$ cat src/rtl/rgn_pkg.sv
package rgn_pkg;

    localparam int ADDR_W   = 32;
    localparam int GRAIN_LG = 6;
    localparam int UNIT_W   = ADDR_W - GRAIN_LG;
    localparam int IDX_W    = 5;
    localparam int MAX_REG  = 1 << IDX_W;

    typedef enum logic [1:0] {
        FLD_BASE  = 2'd0,
        FLD_BOUND = 2'd1,
        FLD_CTRL  = 2'd2,
        FLD_RSVD  = 2'd3
    } cfg_fld_e;

    typedef enum logic [1:0] {
        ACC_FETCH = 2'd0,
        ACC_LOAD  = 2'd1,
        ACC_STORE = 2'd2
    } acc_kind_e;

    typedef enum logic {
        BOUND_LIMIT = 1'b0,
        BOUND_SIZE  = 1'b1
    } bound_mode_e;

    typedef struct packed {
        logic              en;
        logic              perm_a;   // read or execute
        logic              perm_w;   // write
        logic [UNIT_W-1:0] base_u;   // base in 64-byte units
        logic [ADDR_W-1:0] bound;    // limit address or log2 size
    } rgn_cfg_t;

    typedef struct packed {
        logic             hit;
        logic             fault;
        logic [IDX_W-1:0] idx;
    } chk_res_t;

    // Mask over 64-byte units selecting the bits that must agree with the base.
    function automatic logic [UNIT_W-1:0] size_mask(input logic [5:0] lg);
        logic [UNIT_W-1:0] m;
        if (lg <= 6'(GRAIN_LG))
            m = '1;
        else if (lg >= 6'(ADDR_W))
            m = '0;
        else
            m = {UNIT_W{1'b1}} << (lg - 6'(GRAIN_LG));
        return m;
    endfunction

    function automatic logic perm_ok(input rgn_cfg_t r, input acc_kind_e k);
        return (k == ACC_STORE) ? r.perm_w : r.perm_a;
    endfunction

endpackage

$ cat src/rtl/rgn_table.sv
module rgn_table
    import rgn_pkg::*;
#(
    parameter int N = 8
) (
    input  logic              clk,
    input  logic              rst,
    input  logic              wr_en,
    input  logic [IDX_W-1:0]  wr_idx,
    input  cfg_fld_e          wr_fld,
    input  logic [ADDR_W-1:0] wr_data,
    output rgn_cfg_t          regs [N]
);

    generate
        for (genvar g = 0; g < N; g++) begin : g_ent
            logic sel;
            assign sel = wr_en && (wr_idx == IDX_W'(g));

            always_ff @(posedge clk) begin
                if (rst) begin
                    regs[g] <= '0;
                end else if (sel) begin
                    case (wr_fld)
                        FLD_BASE:  regs[g].base_u <= wr_data[ADDR_W-1:GRAIN_LG];
                        FLD_BOUND: regs[g].bound  <= wr_data;
                        FLD_CTRL: begin
                            regs[g].en     <= wr_data[0];
                            regs[g].perm_a <= wr_data[1];
                            regs[g].perm_w <= wr_data[2];
                        end
                        default: ;
                    endcase
                end
            end
        end
    endgenerate

endmodule

$ cat src/rtl/rgn_match.sv
module rgn_match
    import rgn_pkg::*;
#(
    parameter bound_mode_e BOUND_MODE = BOUND_LIMIT
) (
    input  rgn_cfg_t          cfg,
    input  logic [ADDR_W-1:0] addr,
    output logic              match
);

    generate
        if (BOUND_MODE == BOUND_LIMIT) begin : g_limit
            logic [ADDR_W-1:0] lo;
            assign lo    = {cfg.base_u, {GRAIN_LG{1'b0}}};
            assign match = cfg.en && (addr >= lo) && (addr < cfg.bound);
        end else begin : g_size
            logic [UNIT_W-1:0] mask;
            logic [UNIT_W-1:0] diff;
            logic              unused_bits;
            assign mask        = size_mask(cfg.bound[5:0]);
            assign diff        = addr[ADDR_W-1:GRAIN_LG] ^ cfg.base_u;
            assign match       = cfg.en && ((diff & mask) == '0);
            assign unused_bits = ^{cfg.bound[ADDR_W-1:6], addr[GRAIN_LG-1:0]};
        end
    endgenerate

endmodule

$ cat src/rtl/rgn_pick.sv
module rgn_pick
    import rgn_pkg::*;
#(
    parameter int N = 8
) (
    input  logic [N-1:0]     hits,
    output logic             any,
    output logic [N-1:0]     first,
    output logic [IDX_W-1:0] idx
);

    assign any = |hits;

    always_comb begin
        first = '0;
        idx   = '0;
        for (int i = N - 1; i >= 0; i--) begin
            if (hits[i]) begin
                first    = '0;
                first[i] = 1'b1;
                idx      = IDX_W'(i);
            end
        end
    end

endmodule

$ cat src/rtl/rgn_side.sv
module rgn_side
    import rgn_pkg::*;
#(
    parameter int          N          = 8,
    parameter bound_mode_e BOUND_MODE = BOUND_LIMIT
) (
    input  logic              clk,
    input  logic              rst,
    input  logic              wr_en,
    input  logic [IDX_W-1:0]  wr_idx,
    input  cfg_fld_e          wr_fld,
    input  logic [ADDR_W-1:0] wr_data,
    input  logic              acc_valid,
    input  acc_kind_e         acc_kind,
    input  logic [ADDR_W-1:0] acc_addr,
    output chk_res_t          res
);

    rgn_cfg_t         regs [N];
    logic [N-1:0]     hits;
    logic [N-1:0]     perm_vec;
    logic [N-1:0]     first;
    logic             any;
    logic [IDX_W-1:0] idx;

    rgn_table #(.N(N)) table_i (
        .clk     (clk),
        .rst     (rst),
        .wr_en   (wr_en),
        .wr_idx  (wr_idx),
        .wr_fld  (wr_fld),
        .wr_data (wr_data),
        .regs    (regs)
    );

    generate
        for (genvar g = 0; g < N; g++) begin : g_cmp
            rgn_match #(.BOUND_MODE(BOUND_MODE)) match_i (
                .cfg   (regs[g]),
                .addr  (acc_addr),
                .match (hits[g])
            );
            assign perm_vec[g] = perm_ok(regs[g], acc_kind);
        end
    endgenerate

    rgn_pick #(.N(N)) pick_i (
        .hits  (hits),
        .any   (any),
        .first (first),
        .idx   (idx)
    );

    always_comb begin
        res.hit   = any;
        res.idx   = idx;
        res.fault = acc_valid && (!any || !(|(first & perm_vec)));
    end

endmodule

$ cat src/rtl/region_guard.sv
module region_guard
    import rgn_pkg::*;
#(
    parameter int          NUM_IREG   = 8,
    parameter int          NUM_DREG   = 8,
    parameter bound_mode_e BOUND_MODE = BOUND_LIMIT
) (
    input  logic        clk,
    input  logic        rst,
    input  logic        cfg_we,
    input  logic        cfg_dside,
    input  logic [4:0]  cfg_idx,
    input  logic [1:0]  cfg_fld,
    input  logic [31:0] cfg_wdata,
    input  logic        ins_valid,
    input  logic [31:0] ins_addr,
    output logic        ins_hit,
    output logic        ins_fault,
    output logic [4:0]  ins_idx,
    input  logic        dat_valid,
    input  logic        dat_store,
    input  logic [31:0] dat_addr,
    output logic        dat_hit,
    output logic        dat_fault,
    output logic [4:0]  dat_idx
);

    localparam int I_DEPTH = (NUM_IREG > MAX_REG) ? MAX_REG : NUM_IREG;
    localparam int D_DEPTH = (NUM_DREG > MAX_REG) ? MAX_REG : NUM_DREG;

    cfg_fld_e  fld;
    acc_kind_e dkind;
    chk_res_t  ires;
    chk_res_t  dres;

    assign fld   = cfg_fld_e'(cfg_fld);
    assign dkind = dat_store ? ACC_STORE : ACC_LOAD;

    rgn_side #(.N(I_DEPTH), .BOUND_MODE(BOUND_MODE)) iside_i (
        .clk       (clk),
        .rst       (rst),
        .wr_en     (cfg_we && !cfg_dside),
        .wr_idx    (cfg_idx),
        .wr_fld    (fld),
        .wr_data   (cfg_wdata),
        .acc_valid (ins_valid),
        .acc_kind  (ACC_FETCH),
        .acc_addr  (ins_addr),
        .res       (ires)
    );

    rgn_side #(.N(D_DEPTH), .BOUND_MODE(BOUND_MODE)) dside_i (
        .clk       (clk),
        .rst       (rst),
        .wr_en     (cfg_we && cfg_dside),
        .wr_idx    (cfg_idx),
        .wr_fld    (fld),
        .wr_data   (cfg_wdata),
        .acc_valid (dat_valid),
        .acc_kind  (dkind),
        .acc_addr  (dat_addr),
        .res       (dres)
    );

    assign ins_hit   = ires.hit;
    assign ins_fault = ires.fault;
    assign ins_idx   = ires.idx;
    assign dat_hit   = dres.hit;
    assign dat_fault = dres.fault;
    assign dat_idx   = dres.idx;

endmodule

$ cat config.mk
export PLATFORM = sky130hd
export DESIGN_NAME = region_guard
export DESIGN_NICKNAME = d
export VERILOG_FILES = /design/src/rtl/rgn_pkg.sv /design/src/rtl/rgn_table.sv /design/src/rtl/rgn_match.sv /design/src/rtl/rgn_pick.sv /design/src/rtl/rgn_side.sv /design/src/rtl/region_guard.sv
export SDC_FILE = /design/constraint.sdc
export NUM_CORES = 2
export LEC_CHECK = 0
export BUFFER_PORTS_ARGS = -buffer_cell sky130_fd_sc_hd__buf_4
export CAP_MARGIN = 20
export CORE_MARGIN = 5
export CORE_UTILIZATION = 40
export CTS_CLUSTER_SIZE = 25
export DETAILED_ROUTE_END_ITERATION = 10
export PLACE_DENSITY = 0.59
export SLEW_MARGIN = 20
export SYNTH_ARGS = -nofsm -noshare
export SYNTH_HDL_FRONTEND = slang
export SYNTH_SLANG_ARGS = --single-unit
$ cat constraint.sdc
create_clock -name clk -period 3.06 [get_ports clk]
set_input_delay 0.459 -clock clk [delete_from_list [all_inputs] [get_ports clk]]
set_output_delay 0.459 -clock clk [all_outputs]
set_load 0.05 [all_outputs]
== Yosys cells after proc, flatten, opt, wreduce, memory -nomap -nowiden ==
Index checks and enable logic that the tools add are counted.

* Equal/unequal tests: 10
* Magnitude comparators: 32
* Mux-type cells: 41
* Reductions and logical operators: 113
* Bitwise logic cells: 2

{| class="wikitable"
|+ Operators by type and width
! cell !! count
|-
| 32-bit >= comparator || 16
|-
| 32-bit less-than comparator || 16
|-
| 8-bit 2-to-1 mux || 16
|-
| 2-bit AND reduction || 48
|-
| 5-bit 2-to-1 mux || 14
|-
| 1-bit logical AND || 52
|-
| 8-bit OR reduction || 4
|-
| 5-bit by 3-bit equality test with 1-bit output (second input constant) || 4
|-
| 8-bit bitwise AND || 2
|-
| 5-bit by 2-bit equality test with 1-bit output (second input constant) || 2
|-
| 1-bit 2-to-1 mux || 8
|-
| 3-bit 2-to-1 mux || 2
|-
| 5-bit by 1-bit equality test with 1-bit output (second input constant) || 1
|-
| 1-bit logical NOT || 5
|-
| 5-bit logical NOT || 1
|-
| 2-bit equality test (second input constant) || 2
|-
| 2-bit by 1-bit equality test with 1-bit output (second input constant) || 1
|-
| 2-bit logical NOT || 1
|-
| 1-bit logical OR || 2
|-
| 2-bit 2-to-1 mux || 1
|}

* Input bits: 110
* Word-level logic and storage cells: 270
* Bits in registers: 968

== Logic depth before layout (Yosys ltp) ==
* Depth in word-level cells: 16
* Mapped depth: 11
* Depth with buffers taken out: 11

== By module ==
Synthesis repeated with hierarchy kept, for this count alone.

* Cell total of the unflattened synthesis: 6684
* Area total of the unflattened synthesis: 61804.3 µm²

{| class="wikitable"
|+ By module, submodules not included
! module !! cells an instance !! instances !! sequential area each (µm²) !! area an instance (µm²)
|-
| rgn_table || 1696 || 2 || 9769.4 || 18919.4
|-
| rgn_match (dside_i.g_cmp[0].match_i ...) || 200 || 15 || 0.0 || 1455.1
|-
| rgn_match (iside_i.g_cmp[3].match_i) || 200 || 1 || 0.0 || 1456.4
|-
| rgn_side || 17 || 2 || 0.0 || 166.4
|-
| rgn_pick || 27 || 2 || 0.0 || 162.7
|-
| region_guard || 4 || 1 || 0.0 || 23.8
|}

== Least setup slack after synthesis ==
Ideal clock, no wire load.

* Path kind: input to output
* Start: input port dat_addr[17]
* End: output port dat_fault
* Setup slack: -987 ps
* Stages on the path: 10
* Arrival: 3588 ps
* Path buffers: 0
* Path through: ha_1 -> a21o_1 -> nand3_1 -> a2111oi_0 -> or4b_2 -> a211o_1 -> a211o_1 -> nand2_1 -> o311ai_1 -> o32ai_1

* Longest elaborated chain between the ends: 16

{| class="wikitable"
|+ RTL lines
! what !! line !! text
|-
| from (decl) || region_guard.sv:22 || <nowiki>input logic [31:0] dat_addr,</nowiki>
|-
| 32-bit >= comparator || rgn_match.sv:15 || <nowiki>assign match = cfg.en && (addr >= lo) && (addr < cfg.bound);</nowiki>
|-
| 1-bit logical AND (2 in a row) || rgn_match.sv:15 ||
|-
| 8-bit 2-to-1 mux (8 in a row) || rgn_pick.sv:18 || <nowiki>if (hits[i]) begin</nowiki>
|-
| 8-bit bitwise AND || rgn_side.sv:57 || <nowiki>res.fault = acc_valid && (!any || !(|(first & perm_vec)));</nowiki>
|-
| 8-bit OR reduction || rgn_side.sv:57 ||
|-
| 1-bit logical NOT || rgn_side.sv:57 ||
|-
| 1-bit logical OR * || rgn_side.sv:57 ||
|-
| 1-bit logical AND * || rgn_side.sv:57 ||
|-
| to (decl) || region_guard.sv:24 || <nowiki>output logic dat_fault,</nowiki>
|}

Mark *: on every way between the ends. The rest lies on a longest branch, timed or not.

== Worst setup path after layout ==
* Start: register, netlist name dside_i.table_i.regs[43]
* End: output port dat_fault

* Longest elaborated chain between the ends: 16

{| class="wikitable"
|+ RTL lines
! what !! line
|-
| 32-bit >= comparator * || rgn_match.sv:15
|-
| 1-bit logical AND * (2 in a row) || rgn_match.sv:15
|-
| 8-bit 2-to-1 mux (8 in a row) || rgn_pick.sv:18
|-
| 8-bit bitwise AND || rgn_side.sv:57
|-
| 8-bit OR reduction || rgn_side.sv:57
|-
| 1-bit logical NOT || rgn_side.sv:57
|-
| 1-bit logical OR * || rgn_side.sv:57
|-
| 1-bit logical AND * || rgn_side.sv:57
|}

Marked as above.

==> results.md <==
* Status: finished with violations
* Violated checks: negative setup slack
* Setup ws final at -1.284 ns
* Layout cells sized above 1 at 14.08%
* Seq. cell area at 19,420 µm²
* Fmax at 0.2302 GHz
* Critical path class: register to primary output
* NumNets Final at 9,093
* Global-route wire length before repair at 305,000 µm
* Largest net degree at the start of global routing at 118
* Total grt overflow at 0
* Setup TNS at -10.31 ns
* Hold crit path type: input pin to register
* Area taken by multi-input logic gates at 33,960 µm²
* Post-detail-place hpwl at 137,700 µm
* Peak VDD IR at 433.7 µV
* Post-synthesis sequential area ratio at 34.17%
* Startpoint Class: register
* Post-Synth Simple-Gate Area at 19.81%
* Commonest non-fill, non-tap cell in the layout: nand2_1
* GRT Total Usage at 25.92%
* Number of routed nets with antenna violations at 0
* Mux cell area share after synthesis at 0.1677%
* Crit-path max FO at 2
* GPL Wtd Cong at 0.9350
* Synth cell types at 81
* Pwr dens at 444.1 nW/µm²
* CTS sink count at 968
* Initial Util at 40.15%
* Final Skew at 0 ns
* Main synth FF type: dfxtp_1
* IO buf count at 119
* Seq pwr share at 41.2%
* Final hold violation count at 0
* Hold buffers post-CTS at 0
* Most frequent cells in the layout: nand2_1 (2,135), a21oi_1 (1,266), dfxtp_1 (936)
* Clock tree buffer depth at 3
* Switching power of the nets at 0.008055 W
* Syn. warnings at 0
* WL final at 201,900 µm
* Final Max Slew Viols at 0
* R2R cell count at 2
* Vias at 53,570
* Die span in x at 386.5 µm
* Fin crit share at 141.9%
* Worst min-delay path startpoint: cfg_wdata[4]
* DR iter-0 viols at 3,827
* Die ar. at 149,400 µm²
* Number of buffers created by CTS at 113
* CTS tree: done
* DR vias/cell at 5.326
* Post-layout util at 48.84%
* WL/cell at 20.07 µm
* DRC at 0
* Worst path arrival time at 3.88 ns
* Hold path cells at 3
* Max_slew headroom at 36.20%
* Gate power share at 11.4%
* Clock group share of total power at 47.4%
* Async set-reset flop share out of synthesis at 0%
* DR pass1 iterations at 6
* Core box area at 141,200 µm²
* CTS root buf: clkbuf_16
* Largest family of logic cells by synthesized area: adder cells
* Unrepaired setup endpoints after global routing: yes
* # H-tree levels at 3
* Hold Path Sink: dside_i.table_i.regs[65]$_SDFFE_PP0P_
* Clock Latency Late Sink at 0.74 ns
* Post-synth EDFFs at 0
* Fillcell total at 13,920
* Clock slew at reported path FFs at 0.06 ns
* Die height at 386.5 µm
* Setup WS pre-CTS at -1.509 ns
* CP required at 2.60 ns
* Setup violations, final at 10
* Post-Syn Instances at 7,650
* Adder-Cell Fraction of Synth Area at 20.12%
* Yosys reg bits at 968
* Int Pwr at 0.02258 W
* Worst reg-to-reg setup slack at 2.23 ns
* Reg2reg start: iside_i.table_i.regs[59]$_SDFFE_PP0P_
* Initial antenna violation count at 2
* Reg-to-Reg End: iside_i.table_i.regs[59]$_SDFFE_PP0P_
* CP Capture Type: primary output
* IO Count at 124
* Compound-Gate Fraction of Synth Area at 17.08%
* Vias in the first global route at 51,310
* Row cnt at 138
* Sw Ratio at 26.29%
* Leak at 24.44 nW
* Max-Cap Viols at 0
* Syn avg cell area at 7.413 µm²
* Mapped cell area at 56,710 µm²
* Slew @ Worst Pin at 0.9571 ns
* Area grow syn2layout at 21.65%
* Synth Area in XOR/XNOR at 0%
* Final Critical Period at 4.344 ns
[worst max-delay path, cell delays in order, from the launching register on]
cell and delay, ns:
dfxtp_2 0.34, inv_2 0.04, ha_4 0.21, a21o_1 0.17, a221o_1 0.37, a221oi_4 0.42
o211ai_1 0.24, or3_4 0.41, nand2_2 0.09, or3_4 0.13, a311oi_4 0.10, o32ai_4 0.42
buf_6 0.22
[power groups by stage]
stage                     clock [W]  combinational [W]  sequential [W]
after CTS                    0.0148            0.00339          0.0126
after global routing         0.0153            0.00378          0.0126
after detailed placement          0            0.00328          0.0129
after global placement            0            0.00320          0.0129
after floorplan                   0            0.00156          0.0129
final                        0.0145            0.00348          0.0126
[flip-flops by register name, indices dropped and copies added, names as in the netlist]
register / flops
dside_i.table_i.regs: 488
iside_i.table_i.regs: 480
[synthesized netlist by cell type (8+ instances only)]
cell type	instances	area, µm²
a2111oi_0	18	157.7
a211o_1	12	105.1
a211oi_1	39	292.8
a21o_1	83	623.1
a21oi_1	1290	6456
a221o_1	9	90.09
a221oi_1	19	166.4
a31oi_1	12	75.07
a41oi_1	11	96.34
and3_1	13	81.33
and4_1	19	166.4
clkbuf_1	380	1426
dfxtp_1	968	19380
ha_1	912	11410
inv_1	915	3435
nand2_1	2141	8036
nand2b_1	26	162.7
nand3_1	112	560.5
nand4_1	126	788.3
nor2_1	127	476.7
nor2b_1	35	219.0
nor3_1	31	155.2
nor3b_1	8	60.06
nor4_1	22	137.6
o211ai_1	18	135.1
o21a_1	14	105.1
o21ai_0	155	775.7
o21ai_1	9	45.04
o21bai_1	10	75.07
[metal layers]
metal | routed length (µm) | track usage, %
met5 | 0 | 0
met1 | 87260 | 33.63
met3 | 11790 | 3.077
met2 | 93210 | 43.92
met4 | 9637 | 10.38
[stage by stage]
| stage | hold slack, ns | cells | cell area, µm² | total power (W) |
|---|---|---|---|---|
| finish | 0.1141 | 10060 | 68980 | 0.03064 |
| global route | 0.08689 | 10060 | 68980 | 0.03168 |
| CTS | 0.06571 | 10050 | 68410 | 0.03078 |
| detailed placement | 0.4463 | 9831 | 63620 | 0.01619 |
| global placement | 0.4402 | 9831 | 63620 | 0.01611 |
| floorplan | 0.4315 | 7653 | 56990 | 0.01446 |
[how the worst max path moves through the flow]
stage | from | to | depth (start not counted)
finish | dside_i.table_i.regs[43]$_SDFFE_PP0P_ | dat_fault | 12
global route | dside_i.table_i.regs[43]$_SDFFE_PP0P_ | dat_fault | 12
CTS | dside_i.table_i.regs[44]$_SDFFE_PP0P_ | dat_fault | 12
detailed placement | dat_addr[17] | dat_fault | 12
global placement | dat_addr[15] | dat_fault | 13
floorplan | dat_addr[17] | dat_fault | 10
[logic make-up (layout without fill, tap and decap cells)]
logic type,after synthesis,in the layout
AND/OR/NAND/NOR,2707,2707
buffers and inverters,1301,1815
flip-flops,968,968
other,1,5
adder cells (fa/ha/maj),912,912
multiplexers,8,8
AO/OA/AOI/OAI,1753,1753
[area by class of cell]
| type | count | area share, % |
|---|---|---|
| Antenna cell | 1 | 0.003627 |
| Clock buffer | 161 | 4.783 |
| Clock inverter | 50 | 0.9685 |
| Inverter | 915 | 4.979 |
| Multi-Input combinational cell | 5384 | 49.22 |
| Sequential cell | 968 | 28.15 |
| Tap cell | 1890 | 3.428 |
| Timing Repair Buffer | 689 | 8.468 |
[timing repair]
action                                  4_1_cts  5_1_grt
endpoints found under the setup margin       10       10
gates resized for setup                     169      101
pin swaps                                    66       67
buffers inserted                              8       10
Note: power is estimated with default switching activity, not from simulation.
